## config.mk

```make
export PLATFORM = sky130hd
export DESIGN_NAME = iowin_decoder
export DESIGN_NICKNAME = d
export VERILOG_FILES = /design/src/rtl/iowin_pkg.sv /design/src/rtl/iowin_regs.sv /design/src/rtl/iowin_match.sv /design/src/rtl/iowin_arbiter.sv /design/src/rtl/iowin_decoder.sv
export SDC_FILE = /design/constraint.sdc
export NUM_CORES = 1
export LEC_CHECK = 0
export CORE_MARGIN = 2
export CORE_UTILIZATION = 59
export CTS_BUF_LIST = sky130_fd_sc_hd__clkbuf_8
export DETAILED_ROUTE_END_ITERATION = 10
export PLACE_DENSITY = 0.83
export SETUP_SLACK_MARGIN = 0.4
export SYNTH_ARGS = -nofsm -noshare
export SYNTH_HDL_FRONTEND = slang
export SYNTH_SLANG_ARGS = --single-unit
```

## constraint.sdc

```tcl
create_clock -name clk -period 3.59 [get_ports clk]
set_clock_uncertainty 0.05 [all_clocks]
set_input_delay 0.718 -clock clk [delete_from_list [all_inputs] [get_ports clk]]
set_output_delay 0.718 -clock clk [all_outputs]
set_load 0.01 [all_outputs]
```

## src/rtl/iowin_pkg.sv

```systemverilog
package iowin_pkg;

    localparam int unsigned REG_W  = 16;
    localparam int unsigned SOCK_W = 3;
    localparam int unsigned WAIT_W = 5;

    // Address bits kept when a window aliases every 1 KB
    localparam logic [REG_W-1:0] ALIAS_KEEP = 16'h03FF;
    localparam logic [REG_W-1:0] ATA_STEP   = 16'h0007;

    typedef enum logic [1:0] {
        WID_CARD    = 2'b00,
        WID_FORCE16 = 2'b01,
        WID_FORCE8  = 2'b10,
        WID_ATA     = 2'b11
    } width_e;

    typedef struct packed {
        logic              enable;    // 15
        logic [SOCK_W-1:0] sock;      // 14:12
        width_e            width;     // 11:10
        logic              one_byte;  // 9
        logic              acc;       // 8
        logic              alias1k;   // 7
        logic              spare;     // 6
        logic              pass16;    // 5
        logic [WAIT_W-1:0] waits;     // 4:0
    } ctl_t;

    typedef struct packed {
        logic              hit;
        logic              cyc16;
        logic [SOCK_W-1:0] sock;
        logic [WAIT_W-1:0] waits;
        logic [REG_W-1:0]  card_addr;
    } look_t;

    // Mask of the address bits that lie inside the window.
    function automatic logic [REG_W-1:0] span_mask(input logic [REG_W-1:0] base,
                                                   input logic one_byte);
        logic [REG_W-1:0] low;
        low = base & (~base + 16'd1);
        if (one_byte) return '0;
        return (low << 1) - 16'd1;
    endfunction

endpackage

```

## src/rtl/iowin_regs.sv

```systemverilog
module iowin_regs
    import iowin_pkg::*;
#(
    parameter int unsigned NWIN     = 4,
    parameter logic [11:0] IDX_BASE = 12'h200
) (
    input  logic                   clk,
    input  logic                   rst,
    input  logic                   cfg_we,
    input  logic [11:0]            cfg_addr,
    input  logic [REG_W-1:0]       cfg_wdata,
    output logic [REG_W-1:0]       cfg_rdata,
    input  logic [NWIN-1:0]        acc_set,
    output logic [REG_W-1:0]       base_o    [NWIN],
    output logic [NWIN-1:0]        en_o,
    output logic [SOCK_W-1:0]      sock_o    [NWIN],
    output width_e                 width_o   [NWIN],
    output logic [NWIN-1:0]        one_byte_o,
    output logic [NWIN-1:0]        alias_o,
    output logic [NWIN-1:0]        pass16_o,
    output logic [WAIT_W-1:0]      waits_o   [NWIN]
);

    localparam int unsigned WIN_W = $clog2(NWIN);
    localparam logic [11:0] SPAN  = 12'(4 * NWIN);

    logic [11:0]      rel;
    logic             in_range;
    logic [WIN_W-1:0] wsel;
    logic             is_ctl;
    logic [REG_W-1:0] base_arr [NWIN];
    ctl_t             ctl_arr  [NWIN];

    assign rel      = cfg_addr - IDX_BASE;
    assign in_range = (cfg_addr >= IDX_BASE) && (rel < SPAN);
    assign wsel     = rel[WIN_W+1:2];
    assign is_ctl   = rel[1];

    for (genvar w = 0; w < NWIN; w++) begin : g_win
        logic [REG_W-1:0] base_q;
        ctl_t             ctl_q;
        logic             hit_me;

        assign hit_me = cfg_we && in_range && (wsel == WIN_W'(w));

        always_ff @(posedge clk) begin
            if (rst) begin
                base_q <= '0;
                ctl_q  <= '0;
            end else begin
                if (hit_me) begin
                    if (is_ctl) begin
                        ctl_q <= ctl_t'(cfg_wdata);
                    end else begin
                        base_q       <= cfg_wdata;
                        ctl_q.enable <= 1'b0;
                    end
                end
                if (acc_set[w]) begin
                    ctl_q.acc <= 1'b1;
                end
            end
        end

        assign base_arr[w]   = base_q;
        assign ctl_arr[w]    = ctl_q;
        assign base_o[w]     = base_q;
        assign en_o[w]       = ctl_q.enable;
        assign sock_o[w]     = ctl_q.sock;
        assign width_o[w]    = ctl_q.width;
        assign one_byte_o[w] = ctl_q.one_byte;
        assign alias_o[w]    = ctl_q.alias1k;
        assign pass16_o[w]   = ctl_q.pass16;
        assign waits_o[w]    = ctl_q.waits;
    end

    always_comb begin
        cfg_rdata = '0;
        if (in_range) begin
            cfg_rdata = is_ctl ? REG_W'(ctl_arr[wsel]) : base_arr[wsel];
        end
    end

endmodule

```

## src/rtl/iowin_match.sv

```systemverilog
module iowin_match
    import iowin_pkg::*;
(
    input  logic [REG_W-1:0]  base,
    input  logic              enable,
    input  logic [SOCK_W-1:0] sock,
    input  width_e            width,
    input  logic              one_byte,
    input  logic              alias1k,
    input  logic              pass16,
    input  logic [WAIT_W-1:0] waits,
    input  logic [REG_W-1:0]  addr,
    input  logic              iois16,
    output look_t             res
);

    logic [REG_W-1:0] span;
    logic [REG_W-1:0] cmp;
    logic             in_win;
    logic             ata16;

    always_comb begin
        span   = span_mask(base, one_byte);
        cmp    = ~span & (alias1k ? ALIAS_KEEP : '1);
        in_win = enable && (((addr ^ base) & cmp) == '0);
        ata16  = ((addr & span & ATA_STEP) == '0);
        res    = '0;
        if (in_win) begin
            res.hit       = 1'b1;
            res.sock      = sock;
            res.waits     = waits;
            res.card_addr = (alias1k && !pass16) ? (addr & ALIAS_KEEP) : addr;
            case (width)
                WID_CARD:    res.cyc16 = iois16;
                WID_FORCE16: res.cyc16 = 1'b1;
                WID_FORCE8:  res.cyc16 = 1'b0;
                default:     res.cyc16 = ata16;
            endcase
        end
    end

endmodule

```

## src/rtl/iowin_arbiter.sv

```systemverilog
module iowin_arbiter
    import iowin_pkg::*;
#(
    parameter int unsigned NWIN = 4
) (
    input  logic                     clk,
    input  logic                     rst,
    input  logic                     io_valid,
    input  look_t                    res [NWIN],
    output logic [NWIN-1:0]          acc_set,
    output logic                     win_hit,
    output logic [$clog2(NWIN)-1:0]  win_sel,
    output logic [SOCK_W-1:0]        sock_sel,
    output logic [WAIT_W-1:0]        wait_cnt,
    output logic                     cyc16,
    output logic [REG_W-1:0]         card_addr
);

    localparam int unsigned WIN_W = $clog2(NWIN);

    look_t            pick;
    logic             found;
    logic [WIN_W-1:0] win_n;

    always_comb begin
        pick  = '0;
        found = 1'b0;
        win_n = '0;
        for (int w = 0; w < NWIN; w++) begin
            if (!found && res[w].hit) begin
                found = 1'b1;
                pick  = res[w];
                win_n = WIN_W'(w);
            end
        end
        acc_set = '0;
        if (io_valid && found) begin
            acc_set[win_n] = 1'b1;
        end
    end

    always_ff @(posedge clk) begin
        if (rst || !(io_valid && found)) begin
            win_hit   <= 1'b0;
            win_sel   <= '0;
            sock_sel  <= '0;
            wait_cnt  <= '0;
            cyc16     <= 1'b0;
            card_addr <= '0;
        end else begin
            win_hit   <= 1'b1;
            win_sel   <= win_n;
            sock_sel  <= pick.sock;
            wait_cnt  <= pick.waits;
            cyc16     <= pick.cyc16;
            card_addr <= pick.card_addr;
        end
    end

endmodule

```

## src/rtl/iowin_decoder.sv

```systemverilog
module iowin_decoder
    import iowin_pkg::*;
#(
    parameter int unsigned NWIN     = 4,
    parameter logic [11:0] IDX_BASE = 12'h200
) (
    input  logic                    clk,
    input  logic                    rst,
    input  logic                    cfg_we,
    input  logic [11:0]             cfg_addr,
    input  logic [15:0]             cfg_wdata,
    output logic [15:0]             cfg_rdata,
    input  logic                    io_valid,
    input  logic [15:0]             io_addr,
    input  logic                    card_iois16,
    output logic                    win_hit,
    output logic [$clog2(NWIN)-1:0] win_sel,
    output logic [2:0]              sock_sel,
    output logic [4:0]              wait_cnt,
    output logic                    cyc16,
    output logic [15:0]             card_addr
);

    logic [REG_W-1:0]  base_w    [NWIN];
    logic [NWIN-1:0]   en_w;
    logic [SOCK_W-1:0] sock_w    [NWIN];
    width_e            width_w   [NWIN];
    logic [NWIN-1:0]   one_byte_w;
    logic [NWIN-1:0]   alias_w;
    logic [NWIN-1:0]   pass16_w;
    logic [WAIT_W-1:0] waits_w   [NWIN];
    logic [NWIN-1:0]   acc_set;
    look_t             res_w     [NWIN];

    iowin_regs #(.NWIN(NWIN), .IDX_BASE(IDX_BASE)) u_regs (
        .clk        (clk),
        .rst        (rst),
        .cfg_we     (cfg_we),
        .cfg_addr   (cfg_addr),
        .cfg_wdata  (cfg_wdata),
        .cfg_rdata  (cfg_rdata),
        .acc_set    (acc_set),
        .base_o     (base_w),
        .en_o       (en_w),
        .sock_o     (sock_w),
        .width_o    (width_w),
        .one_byte_o (one_byte_w),
        .alias_o    (alias_w),
        .pass16_o   (pass16_w),
        .waits_o    (waits_w)
    );

    for (genvar w = 0; w < NWIN; w++) begin : g_match
        iowin_match u_match (
            .base     (base_w[w]),
            .enable   (en_w[w]),
            .sock     (sock_w[w]),
            .width    (width_w[w]),
            .one_byte (one_byte_w[w]),
            .alias1k  (alias_w[w]),
            .pass16   (pass16_w[w]),
            .waits    (waits_w[w]),
            .addr     (io_addr),
            .iois16   (card_iois16),
            .res      (res_w[w])
        );
    end

    iowin_arbiter #(.NWIN(NWIN)) u_arb (
        .clk       (clk),
        .rst       (rst),
        .io_valid  (io_valid),
        .res       (res_w),
        .acc_set   (acc_set),
        .win_hit   (win_hit),
        .win_sel   (win_sel),
        .sock_sel  (sock_sel),
        .wait_cnt  (wait_cnt),
        .cyc16     (cyc16),
        .card_addr (card_addr)
    );

endmodule

```

==> reports/qor.yml <==
synthesis:
  yosys_warnings: 0
  synth_area_sq_um: 8597
  ys_ff_latch: 156
  synth.net_count: 1142
  async_reset_ff_share_pct: 0
  synth_edf_count: 0
  yosysTopAreaCell: "dfxtp_1"
  syn_inst: 1092
  ys_dominant_reg_cell: "dfxtp_1"
  synthTopCellsByCount: "nand2_1 (292), dfxtp_1 (156), a21oi_1 (154), clkbuf_1 (68), nor2_1 (42)"
  synth-seq-area-share_pct: 36.33
  yosysMostFrequentCell: "nand2_1"
  ys_types: 68
  syn_avg_cell_area_sq_um: 7.873
  synth_top_area_share_pct: 36.33
  synth_area_leaders: "dfxtp_1 (36%), nand2_1 (13%), a21oi_1 (9.0%)"
cells_and_area:
  final_util_pct: 73.15
  syn_to_final_growth_pct: 22.27
  antenna_cells: 0
  drive_above_1_share_pct: 16.63
  final_nets: 1247
timing:
  timing.setup.tns_ns: 0
  finalMaxSlewViolations: 0
  min_period_over_period_pct: 88.92
  fmax_ghz: 0.3133
  tightest_slew_ns: 0.7749
  hold_violations: 0
  holdWs_ns: 0.4030
  setup_viol_count_final: 0
  min_period_ns: 3.192
  slew_headroom_pct: 48.23
  rsz0062_at_grt: "yes"
routing:
  wl_met1_mm: 10.98
  drtIter0Drc: 1392
  wl_met3_mm: 4.023
  wire_per_inst_um: 21.67
  met2_length_mm: 13.31
  ant_nets: 0
  highest_layer: "met4"
  wirelength_mm: 30.19
  routed_via_density: 6.673
  drc: 0
  first_pass_iters: 6
  num_vias: 9295
clock_tree:
  insertion_delay_ns: 0.49
  cts-root-buf: "clkbuf_8"
  cts_max_level: 4
  cts_buffers: 17
  clock_sinks: 156
  cts_tree: "built"
  clk_path_buf_depth: 2
  holdBufCountCts: 0
  path_clk_slew_ns: 0.09
critical_path:
  critical-path-top-delay-family: "compound AO/OA/AOI/OAI gates"
  worstSetupPathType: "primary input to flip-flop"
  cp_common_cell: "buf_4"
  rr_startpoint: "u_regs.g_win[2].base_q[2]$_SDFFE_PP0P_"
  crit_chain: "clkdlybuf4s50_1 -> xnor2_1 -> a2111oi_1 -> a2111oi_2 -> o311ai_1 -> buf_4 -> nor2_1 -> buf_4 -> or2_2 -> a32o_1"
  crit_slowest_cell: "a2111oi_1"
  startpoint_type: "primary input"
  regToRegSetupSlack_ns: 0.55
  cp-end-kind: "flip-flop"
  cp_num_buf_inv: 3
  critPathRequiredTime_ns: 3.92
  startpoint: "io_addr[15]"
  cp.arrival_ns: 3.52
  slowest_delay_ns: 0.69
  r2r_end: "u_arb.card_addr[14]$_SDFF_PN0_"
  reg2reg_depth: 8
  cp_max_fo: 4
floorplanning:
  die-height_um: 124.7
  io_pins: 93
  rows: 44
  die_w_um: 124.7
  start_util_pct: 59.83
  coreArea_sq_um: 14370
  dieArea_sq_um: 15550
place:
  dp_hpwl_mm: 21.31
  place.gp.congestion: 1.013
  io_buffers: 91
global_route:
  overflow: 0
  antenna_found_initial: 0
  grt_pass1_wl_mm: 47.35
  grt_max_degree: 74
  grtUsageTotal_pct: 38.79
  grt_pass1_vias: 8661
status:
  outcome: "completed"
pwr:
  power.density_nw_per_um2: 307.4
  peakVddDrop_v: 0.0002784
  p_leak_uw: 0.003667
  p_total_uw: 3231
min_path:
  min_path_cells: 2
  min-delay-start: "u_regs.ctl_arr[6]$_SDFFE_PP0P_"
  hold_end: "u_regs.ctl_arr[6]$_SDFFE_PP0P_"
  hold_path.class: "flip-flop to flip-flop"
job:
  drv_cap: 0
==> layer usage <==
layer / up-vias / track usage (%)
li1: 4052 / -
met1: 4317 / 49.92
met2: 764 / 59.31
met3: 162 / 10.22
met4: 0 / 21.68
met5: - / 0
==> registers in the layout, indices dropped and copies added, names as in the netlist <==
| register | cells |
|---|---|
| u_arb.card_addr | 16 |
| u_arb.cyc16 | 1 |
| u_arb.sock_sel | 3 |
| u_arb.wait_cnt | 5 |
| u_arb.win_hit | 1 |
| u_arb.win_sel | 2 |
| u_regs.alias_o | 4 |
| u_regs.ctl_arr | 8 |
| u_regs.en_o | 4 |
| u_regs.g_win.base_q | 64 |
| u_regs.one_byte_o | 4 |
| u_regs.pass16_o | 4 |
| u_regs.sock_o | 12 |
| u_regs.waits_o | 20 |
| u_regs.width_o | 8 |
==> cell type report <==
cell class | instances | area, sq um
clock buffers | 17 | 234.0
inverters | 29 | 108.9
flip-flops and latches | 156 | 3123
repair buffers | 174 | 1533
well taps | 184 | 230.2
clock inverters | 14 | 112.6
fillers | 1053 | 3857
multi-input cells | 819 | 5170
==> metrics by stage <==
step / area [sq um] / setup slack [ns] / instances
floorplan: 8597 / 0.5157 / 1092
global placement: 10060 / -0.1477 / 1359
detailed placement: 10060 / -0.1871 / 1359
CTS: 10430 / 0.4193 / 1393
global route: 10510 / 0.3277 / 1393
finish: 10510 / 0.3977 / 1393
==> kinds of logic (layout without fill, tap and decap cells) <==
logic type / after synthesis / in the layout / share of synthesized area, %
flip-flops: 156 / 156 / 36.33
XOR/XNOR: 56 / 56 / 5.705
multiplexers: 40 / 40 / 9.329
AO/OA/AOI/OAI: 272 / 272 / 19.74
buffers and inverters: 117 / 234 / 5.414
AND/OR/NAND/NOR: 450 / 450 / 23.34
adder cells (fa/ha/maj): 1 / 1 / 0.1455
==> tightest hold or removal path, cell delays in order, from the launching register on <==
cell	delay, ns
dfxtp_1	0.32
nand2_1	0.05
a21oi_1	0.05
==> timing repair <==
item	4_1_cts	5_1_grt
gates cloned	2	0
endpoints found under the setup margin	16	39
pin swaps	2	1
endpoints found under the hold margin	0	0
setup buffers	1	0
gates resized for setup	84	16
==> where the power goes <==
part	switching [uW]	internal, uW	total [uW]
clock network	729	485	1210
registers	0.469	1730	1730
logic	169	118	288
total	899	2330	3230
==> cells in the final DEF, fill, tap and decap left out, drive strengths merged, types with 4 or more instances in the layout <==
master,synthesis,routed
a2111oi,4,4
a211oi,15,15
a21oi,154,154
a221o,5,5
a221oi,4,4
a22oi,5,5
a31oi,8,8
a32o,4,4
a41oi,4,4
and2,10,10
buf,6,102
clkbuf,82,17
clkdlybuf4s50,0,70
clkinv,0,5
dfxtp,156,156
inv,29,36
mux2i,7,7
mux4,32,32
nand2,292,292
nand2b,8,8
nand3,16,16
nand4,13,13
nand4b,5,5
nor2,43,43
nor2b,4,4
nor3,26,26
nor4,14,14
o211ai,5,5
o21a,4,4
o21ai,17,17
o221ai,4,4
o22ai,7,7
o31ai,4,4
or2,4,4
or4,6,6
xnor2,32,32
xor2,24,24
==> worst max path at each step <==
stage                                               to  slack (ns)  depth (start not counted)
final                     u_arb.wait_cnt[2]$_SDFF_PN0_        0.40                         10
after floorplan                           cfg_rdata[9]        0.52                          5
after global routing      u_arb.wait_cnt[2]$_SDFF_PN0_        0.33                         10
after global placement                    cfg_rdata[9]       -0.15                          8
after detailed placement                  cfg_rdata[9]       -0.19                          8
after CTS                                 cfg_rdata[5]        0.42                          9
No activity file was read; power rests on OpenSTA's default activity.
